$ cat config.mk
export PLATFORM = sky130hd
export DESIGN_NAME = pmic_pwr_ctrl
export DESIGN_NICKNAME = d
export VERILOG_FILES = /design/src/rtl/pmic_pwr_pkg.sv /design/src/rtl/pmic_alarm_cmp.sv /design/src/rtl/pmic_wake_sync.sv /design/src/rtl/pmic_pwr_ctrl.sv
export SDC_FILE = /design/constraint.sdc
export NUM_CORES = 1
export LEC_CHECK = 0
export ABC_CLOCK_PERIOD_IN_PS = 3400
export BUFFER_PORTS_ARGS = -buffer_cell sky130_fd_sc_hd__buf_2
export CORE_ASPECT_RATIO = 0.5
export CORE_UTILIZATION = 40
export CTS_CLUSTER_DIAMETER = 80
export DETAILED_ROUTE_END_ITERATION = 10
export PLACE_DENSITY = 0.67
export SYNTH_ARGS = -nofsm -noshare
export SYNTH_HDL_FRONTEND = slang
export SYNTH_SLANG_ARGS = --single-unit
export TNS_END_PERCENT = 10
$ cat constraint.sdc
create_clock -name clk_i -period 3.4 [get_ports clk_i]
set_input_delay 0.68 -clock clk_i [delete_from_list [all_inputs] [get_ports clk_i]]
set_output_delay 0.68 -clock clk_i [all_outputs]
set_load 0.01 [all_outputs]
$ cat src/rtl/pmic_pwr_pkg.sv
package pmic_pwr_pkg;
  localparam int unsigned ADDR_W  = 8;
  localparam int unsigned DATA_W  = 32;
  localparam int unsigned FIELD_W = 8;
  localparam int unsigned N_FIELD = 6;
  localparam logic [ADDR_W-1:0] OFS_STATUS = 8'h44;
  localparam logic [ADDR_W-1:0] OFS_ARM    = 8'h48;
  localparam logic [ADDR_W-1:0] OFS_ALARM  = 8'h80;
  localparam logic [ADDR_W-1:0] OFS_CTRL   = 8'h98;
  localparam int unsigned STAT_BIT = 7;
  localparam int unsigned ARM_BIT  = 4;
  localparam int unsigned PCTL_BIT = 16;
endpackage

$ cat src/rtl/pmic_alarm_cmp.sv
module pmic_alarm_cmp #(
  parameter int unsigned ADDR_W  = 8,
  parameter int unsigned FIELD_W = 8,
  parameter int unsigned N_FIELD = 6,
  parameter logic [ADDR_W-1:0] BASE = '0
) (
  input  logic                       clk_i,
  input  logic                       rst_ni,
  input  logic                       we_i,
  input  logic [ADDR_W-1:0]          addr_i,
  input  logic [FIELD_W-1:0]         wdata_i,
  input  logic [N_FIELD*FIELD_W-1:0] now_i,
  output logic [N_FIELD*FIELD_W-1:0] alarm_o,
  output logic                       equal_o
);
  localparam int unsigned STRIDE = 4;

  for (genvar f = 0; f < N_FIELD; f++) begin : g_field
    localparam logic [ADDR_W-1:0] FADDR = BASE + ADDR_W'(STRIDE * f);
    logic [FIELD_W-1:0] q;
    always_ff @(posedge clk_i or negedge rst_ni) begin
      if (!rst_ni)                        q <= '0;
      else if (we_i && addr_i == FADDR)   q <= wdata_i;
    end
    assign alarm_o[f*FIELD_W +: FIELD_W] = q;

    a_r2_field_load: assert property (@(posedge clk_i) disable iff (!rst_ni)
      (we_i && addr_i == FADDR) |=> (alarm_o[f*FIELD_W +: FIELD_W] == $past(wdata_i)));
  end

  assign equal_o = (alarm_o == now_i);
endmodule

$ cat src/rtl/pmic_wake_sync.sv
module pmic_wake_sync #(
  parameter int unsigned N_WAKE = 4,
  parameter int unsigned STAGES = 2
) (
  input  logic              clk_i,
  input  logic              rst_ni,
  input  logic [N_WAKE-1:0] wake_i,
  input  logic [N_WAKE-1:0] en_i,
  input  logic [N_WAKE-1:0] pol_i,
  output logic              hit_o
);
  logic [N_WAKE-1:0] sync;

  for (genvar w = 0; w < N_WAKE; w++) begin : g_sync
    logic [STAGES-1:0] sh;
    always_ff @(posedge clk_i or negedge rst_ni) begin
      if (!rst_ni) sh <= '0;
      else         sh <= {sh[STAGES-2:0], wake_i[w]};
    end
    assign sync[w] = sh[STAGES-1];
  end

  // pol=1: active low
  assign hit_o = |((sync ^ pol_i) & en_i);
endmodule

$ cat src/rtl/pmic_pwr_ctrl.sv
module pmic_pwr_ctrl
  import pmic_pwr_pkg::*;
#(
  parameter int unsigned N_WAKE = 4,
  parameter int unsigned SYNC_STAGES = 2
) (
  input  logic                       clk_i,
  input  logic                       rst_ni,
  input  logic                       reg_we_i,
  input  logic [ADDR_W-1:0]          reg_addr_i,
  input  logic [DATA_W-1:0]          reg_wdata_i,
  output logic [DATA_W-1:0]          reg_rdata_o,
  input  logic                       tick_i,
  input  logic [N_FIELD*FIELD_W-1:0] now_i,
  input  logic [N_WAKE-1:0]          wake_i,
  output logic                       pwr_en_o,
  output logic                       irq_o
);
  localparam int unsigned POL_LSB = N_WAKE;
  localparam int unsigned ALARM_W = N_FIELD * FIELD_W;

  logic [DATA_W-1:0]  ctrl_q;
  logic               arm_q, stat_q, pwr_q;
  logic [ALARM_W-1:0] alarm;
  logic               equal, wake_hit, match, off_evt, stat_clr;

  pmic_alarm_cmp #(
    .ADDR_W(ADDR_W), .FIELD_W(FIELD_W), .N_FIELD(N_FIELD), .BASE(OFS_ALARM)
  ) u_alarm (
    .clk_i(clk_i), .rst_ni(rst_ni), .we_i(reg_we_i), .addr_i(reg_addr_i),
    .wdata_i(reg_wdata_i[FIELD_W-1:0]), .now_i(now_i),
    .alarm_o(alarm), .equal_o(equal)
  );

  pmic_wake_sync #(.N_WAKE(N_WAKE), .STAGES(SYNC_STAGES)) u_wake (
    .clk_i(clk_i), .rst_ni(rst_ni), .wake_i(wake_i),
    .en_i(ctrl_q[N_WAKE-1:0]), .pol_i(ctrl_q[POL_LSB +: N_WAKE]),
    .hit_o(wake_hit)
  );

  assign match    = tick_i && arm_q && equal;
  assign off_evt  = match && ctrl_q[PCTL_BIT];
  assign stat_clr = reg_we_i && reg_addr_i == OFS_STATUS && reg_wdata_i[STAT_BIT];

  always_ff @(posedge clk_i or negedge rst_ni) begin
    if (!rst_ni) begin
      ctrl_q <= '0;
      arm_q  <= 1'b0;
      stat_q <= 1'b0;
      pwr_q  <= 1'b1;
    end else begin
      if (reg_we_i && reg_addr_i == OFS_CTRL) ctrl_q <= reg_wdata_i;
      if (reg_we_i && reg_addr_i == OFS_ARM)  arm_q  <= reg_wdata_i[ARM_BIT];
      // event wins over clear
      if (match)         stat_q <= 1'b1;
      else if (stat_clr) stat_q <= 1'b0;
      if (off_evt)                pwr_q <= 1'b0;
      else if (!pwr_q && wake_hit) pwr_q <= 1'b1;
    end
  end

  always_comb begin
    reg_rdata_o = '0;
    if (reg_addr_i == OFS_STATUS)      reg_rdata_o[STAT_BIT] = stat_q;
    else if (reg_addr_i == OFS_ARM)    reg_rdata_o[ARM_BIT]  = arm_q;
    else if (reg_addr_i == OFS_CTRL)   reg_rdata_o = ctrl_q;
    else begin
      for (int f = 0; f < N_FIELD; f++) begin
        if (reg_addr_i == OFS_ALARM + ADDR_W'(4 * f))
          reg_rdata_o[FIELD_W-1:0] = alarm[f*FIELD_W +: FIELD_W];
      end
    end
  end

  assign pwr_en_o = pwr_q;
  assign irq_o    = stat_q && arm_q;

  a_r6_off_needs_grant: assert property (@(posedge clk_i) disable iff (!rst_ni)
    $fell(pwr_en_o) |-> $past(tick_i && arm_q && ctrl_q[PCTL_BIT]));
  a_r7_on_needs_wake: assert property (@(posedge clk_i) disable iff (!rst_ni)
    $rose(pwr_en_o) |-> $past(wake_hit));
  a_r3_flag_from_tick: assert property (@(posedge clk_i) disable iff (!rst_ni)
    $rose(stat_q) |-> $past(tick_i && arm_q));
  a_r5_clear_takes: assert property (@(posedge clk_i) disable iff (!rst_ni)
    (stat_clr && !tick_i) |=> !stat_q);
  a_r8_off_holds: assert property (@(posedge clk_i) disable iff (!rst_ni)
    (!pwr_en_o && !wake_hit) |=> !pwr_en_o);
endmodule

==> results.md <==
* Hold Path Class: input pin to asynchronous set/reset pin
* Post-synthesis simple-gate area fraction at 13.7%
* Final Max Tran Viols at 0
* Largest area contributor in the netlist: dfrtp_1
* Slowest stage cell, crit path: or4b_4
* Combinational cell fraction of total power at 10.8%
* # rows at 27
* Met3 wire length at 1360 um
* Final hold viol count at 0
* Max_slew headroom at 38.5%
* Routability cong. at approximately 0.9
* Die X-Extent at 157 um
* Pin count of the biggest net entering global routing at 48
* Root Buffer: clkbuf_16
* CTS tree: yes
* Worst VDD drop at 0.244 mV
* Total GRT Usage at a little under a quarter
* Post-CTS setup buffer count at 0
* HPWL after DPL at roughly 11000 um
* Final design area excluding fillers at about 6000 um^2
* Power Density at 411 nW/um^2
* Via Count at just under 4000
* Worst r2r dst: pwr_en_o
* Crit. Startpoint: reg_addr_i[6]
* Vias in the first global route at around 4000
* Vias per cell at around 5.5
* RSZ-0062 raised after global routing: no
* Period utilization at ~93%
* Worst Skew at about 0.0058 ns
* Setup CP Type: input pin to output pin
* Fillcell total at approximately 1000
* Critical Path Fanout Max at 9
* Initial antenna violation count at 0
* DRC viols at 0
* Xor and xnor area share after synthesis at slightly above 6%
* Clock share of power at around two fifths
* Crit path capture: reg_rdata_o[4]
* # IOs at between 100 and 150
* Cell-internal power at about 1800 uW
* Path depth of the worst reg2reg path at 5
* Cell variety after synth at 56
* Initial DRC Count at 345
* Arr. time, crit path at ~2.5 ns
* Hold-fix buffers, CTS at 0
* Register area at roughly 2300 um^2
* Mean Syn Cell Area at 11.9 um^2
* Post-synth EDFFs at 0
* Cells after Synth at about 400
* Sw Pwr at around 600 uW
* Global-route wire length before repair at about 22000 um
* Status: complete, no violations
* Top routing layer in use: met4
* Sequential fraction of the synthesis area at a little under half
* Post-Synth Adder-Cell Area at 0%
* Avg WL per Cell at roughly 20 um
* Chip Height at around 79 um
* Flop-to-flop setup slack at around 1.4 ns
* WHS at roughly 0.35 ns
* Static Leakage at just over 0.003 uW
* Flip-flop and latch count after synthesis at roughly 90
* Register share of total power at between 40% and 50%
* Clock Latency Late Sink at 0.34 ns
* Post-synthesis mux area share at between 10% and 20%
* RR Startpoint: u_alarm.g_field[2].q[4]
* Ant. Diodes at 0
* Metal-1 WL at 6330 um
* Port Buffers at ~130
* Slowest stage delay, CP at ~0.60 ns
* Count leader, synth: dfrtp_1
* CP endpoint kind: output pin
* CTS resizes at 0
* Largest family of logic cells by synthesized area: multiplexers
* Synth top area share at ~47%
* Placed cell areas at 5660 um^2
* H-tree levels at 3
* First-pass iteration count of the detailed router at 5
* Final ANT Viol Nets at 0
* Sum Neg Setup Slack at 0 ns
* Post-layout min period at between 3 and 4 ns
* Post-synth ARST share at 100%
* Area occupied by multi-input gates at 2380 um^2
* Worst slew pin tran at ~0.90 ns
* Final wirelength at about 14000 um
* Nets at about 640
* Gr ovfl total at 0
* Metal2 WL at approximately 6200 um
* Post-synth net total at about 500
* Max_cap viols at 0
* Cell Area, Synth at between 4000 and 5000 um^2
* Layout cells sized above 1 at a little under half
* Core box area at 11300 um^2
* Sw frac at between 20% and 30%
* CTS Sinks at roughly 90
* Peak Freq at between 300 and 400 MHz
* Final setup fails at 0
* Worst-path clk slew at around 0.060 ns
* Critical path cell sequence: buf_2 -> or4b_4 -> or2_4 -> nor2_8 -> a211oi_1 -> o32ai_1 -> buf_2
* Synthesis-to-finish area growth at 24.3%
* Post-synth top cells: dfrtp_1, mux2_2, xnor2_1
* Synth Area in Compound Gates at under 10%
* Startpoint Class: input pin
* Top cells by area, synth: dfrtp_1, mux2_2, xnor2_1
* Worst Path Required at 2.72 ns
* Clock tree buffer depth at 2
* CTS buffer count at 9
* Worst path most repeated cell: buf_2
* Die area at roughly 12000 um^2
* Starting density of the core at between 40% and 50%
* Top_reg_cell synth: dfrtp_1
* YS warnings at 0
-- worst max-delay path, delay by kind of cell --
kind / cells / cell delay [ns]
simple gates: 3 / 1.14
compound gates: 2 / 0.35
buf+inv: 2 / 0.30
-- worst min path at each step --
stage,start,depth (start not counted),slack (ns),to
2_1_floorplan,u_wake.g_sync[0].sh[0],0,0.33,u_wake.g_sync[0].sh[1]
3_3_place_gp,u_wake.g_sync[1].sh[0],0,0.33,u_wake.g_sync[1].sh[1]
3_5_place_dp,u_wake.g_sync[2].sh[0],0,0.34,u_wake.g_sync[2].sh[1]
4_1_cts,u_wake.g_sync[2].sh[0],0,0.35,u_wake.g_sync[2].sh[1]
5_1_grt,u_wake.g_sync[0].sh[0],0,0.37,u_wake.g_sync[0].sh[1]
6_report,rst_ni,1,0.35,ctrl_q[22]
-- registers in the layout, summed over array words and instances, names as in the netlist --
name / cells
u_wake.g_sync.sh: 8
arm_q: 1
ctrl_q: 32
stat_q: 1
u_alarm.g_field.q: 48
pwr_en_o: 1
-- final cells by class --
type                            count  area share (%)
Inverter                           17            1.07
Sequential cell                    91            38.3
Tap cell                          159            3.34
Multi-Input combinational cell    279            39.9
Clock inverter                      6            1.07
Timing Repair Buffer              142            12.5
Clock buffer                       10            3.84
-- cell families after synthesis --
family / count (synthesis)
xor gates and xnor gates: 34
DFF: 91
muxes: 82
AOI/OAI and AO/OA: 64
and+or+nand+nor: 99
buffers and inverters: 31
-- power by group through the flow --
stage	Clock, uW	Sequential (uW)	Combinational, uW
after floorplan	0	1190	133
after global placement	0	1210	260
after detailed placement	0	1210	265
after CTS	1010	1190	266
after global routing	1060	1190	289
final	994	1190	263
-- routing by layer --
layer | vias to the layer above | global-route usage (%)
met5 | - | 0
met4 | 0 | 5.39
met3 | 18 | 7.49
met2 | 179 | 37.0
met1 | 1902 | 32.0
li1 | 1762 | -
-- through the flow --
step           instances  utilization, %  power (uW)  worst slack [ns]
2_1_floorplan        401               -        1320             0.453
3_3_place_gp         688            50.0        1470             0.243
3_5_place_dp         688            50.0        1470             0.250
4_1_cts              704            52.6        2460             0.244
5_1_grt              704            52.6        2540             0.189
6_report             704            52.6        2440             0.242
-- layout by cell type, fill, tap and decap left out, drive strengths merged, types with 9 or more instances in the layout --
master  count
buf       142
dfrtp      90
mux2       81
xnor2      28
and3       24
nand2      21
inv        18
o21ai      13
nand2b     11
clkbuf     10
nand4       9
(Power assumes the default switching activity.)
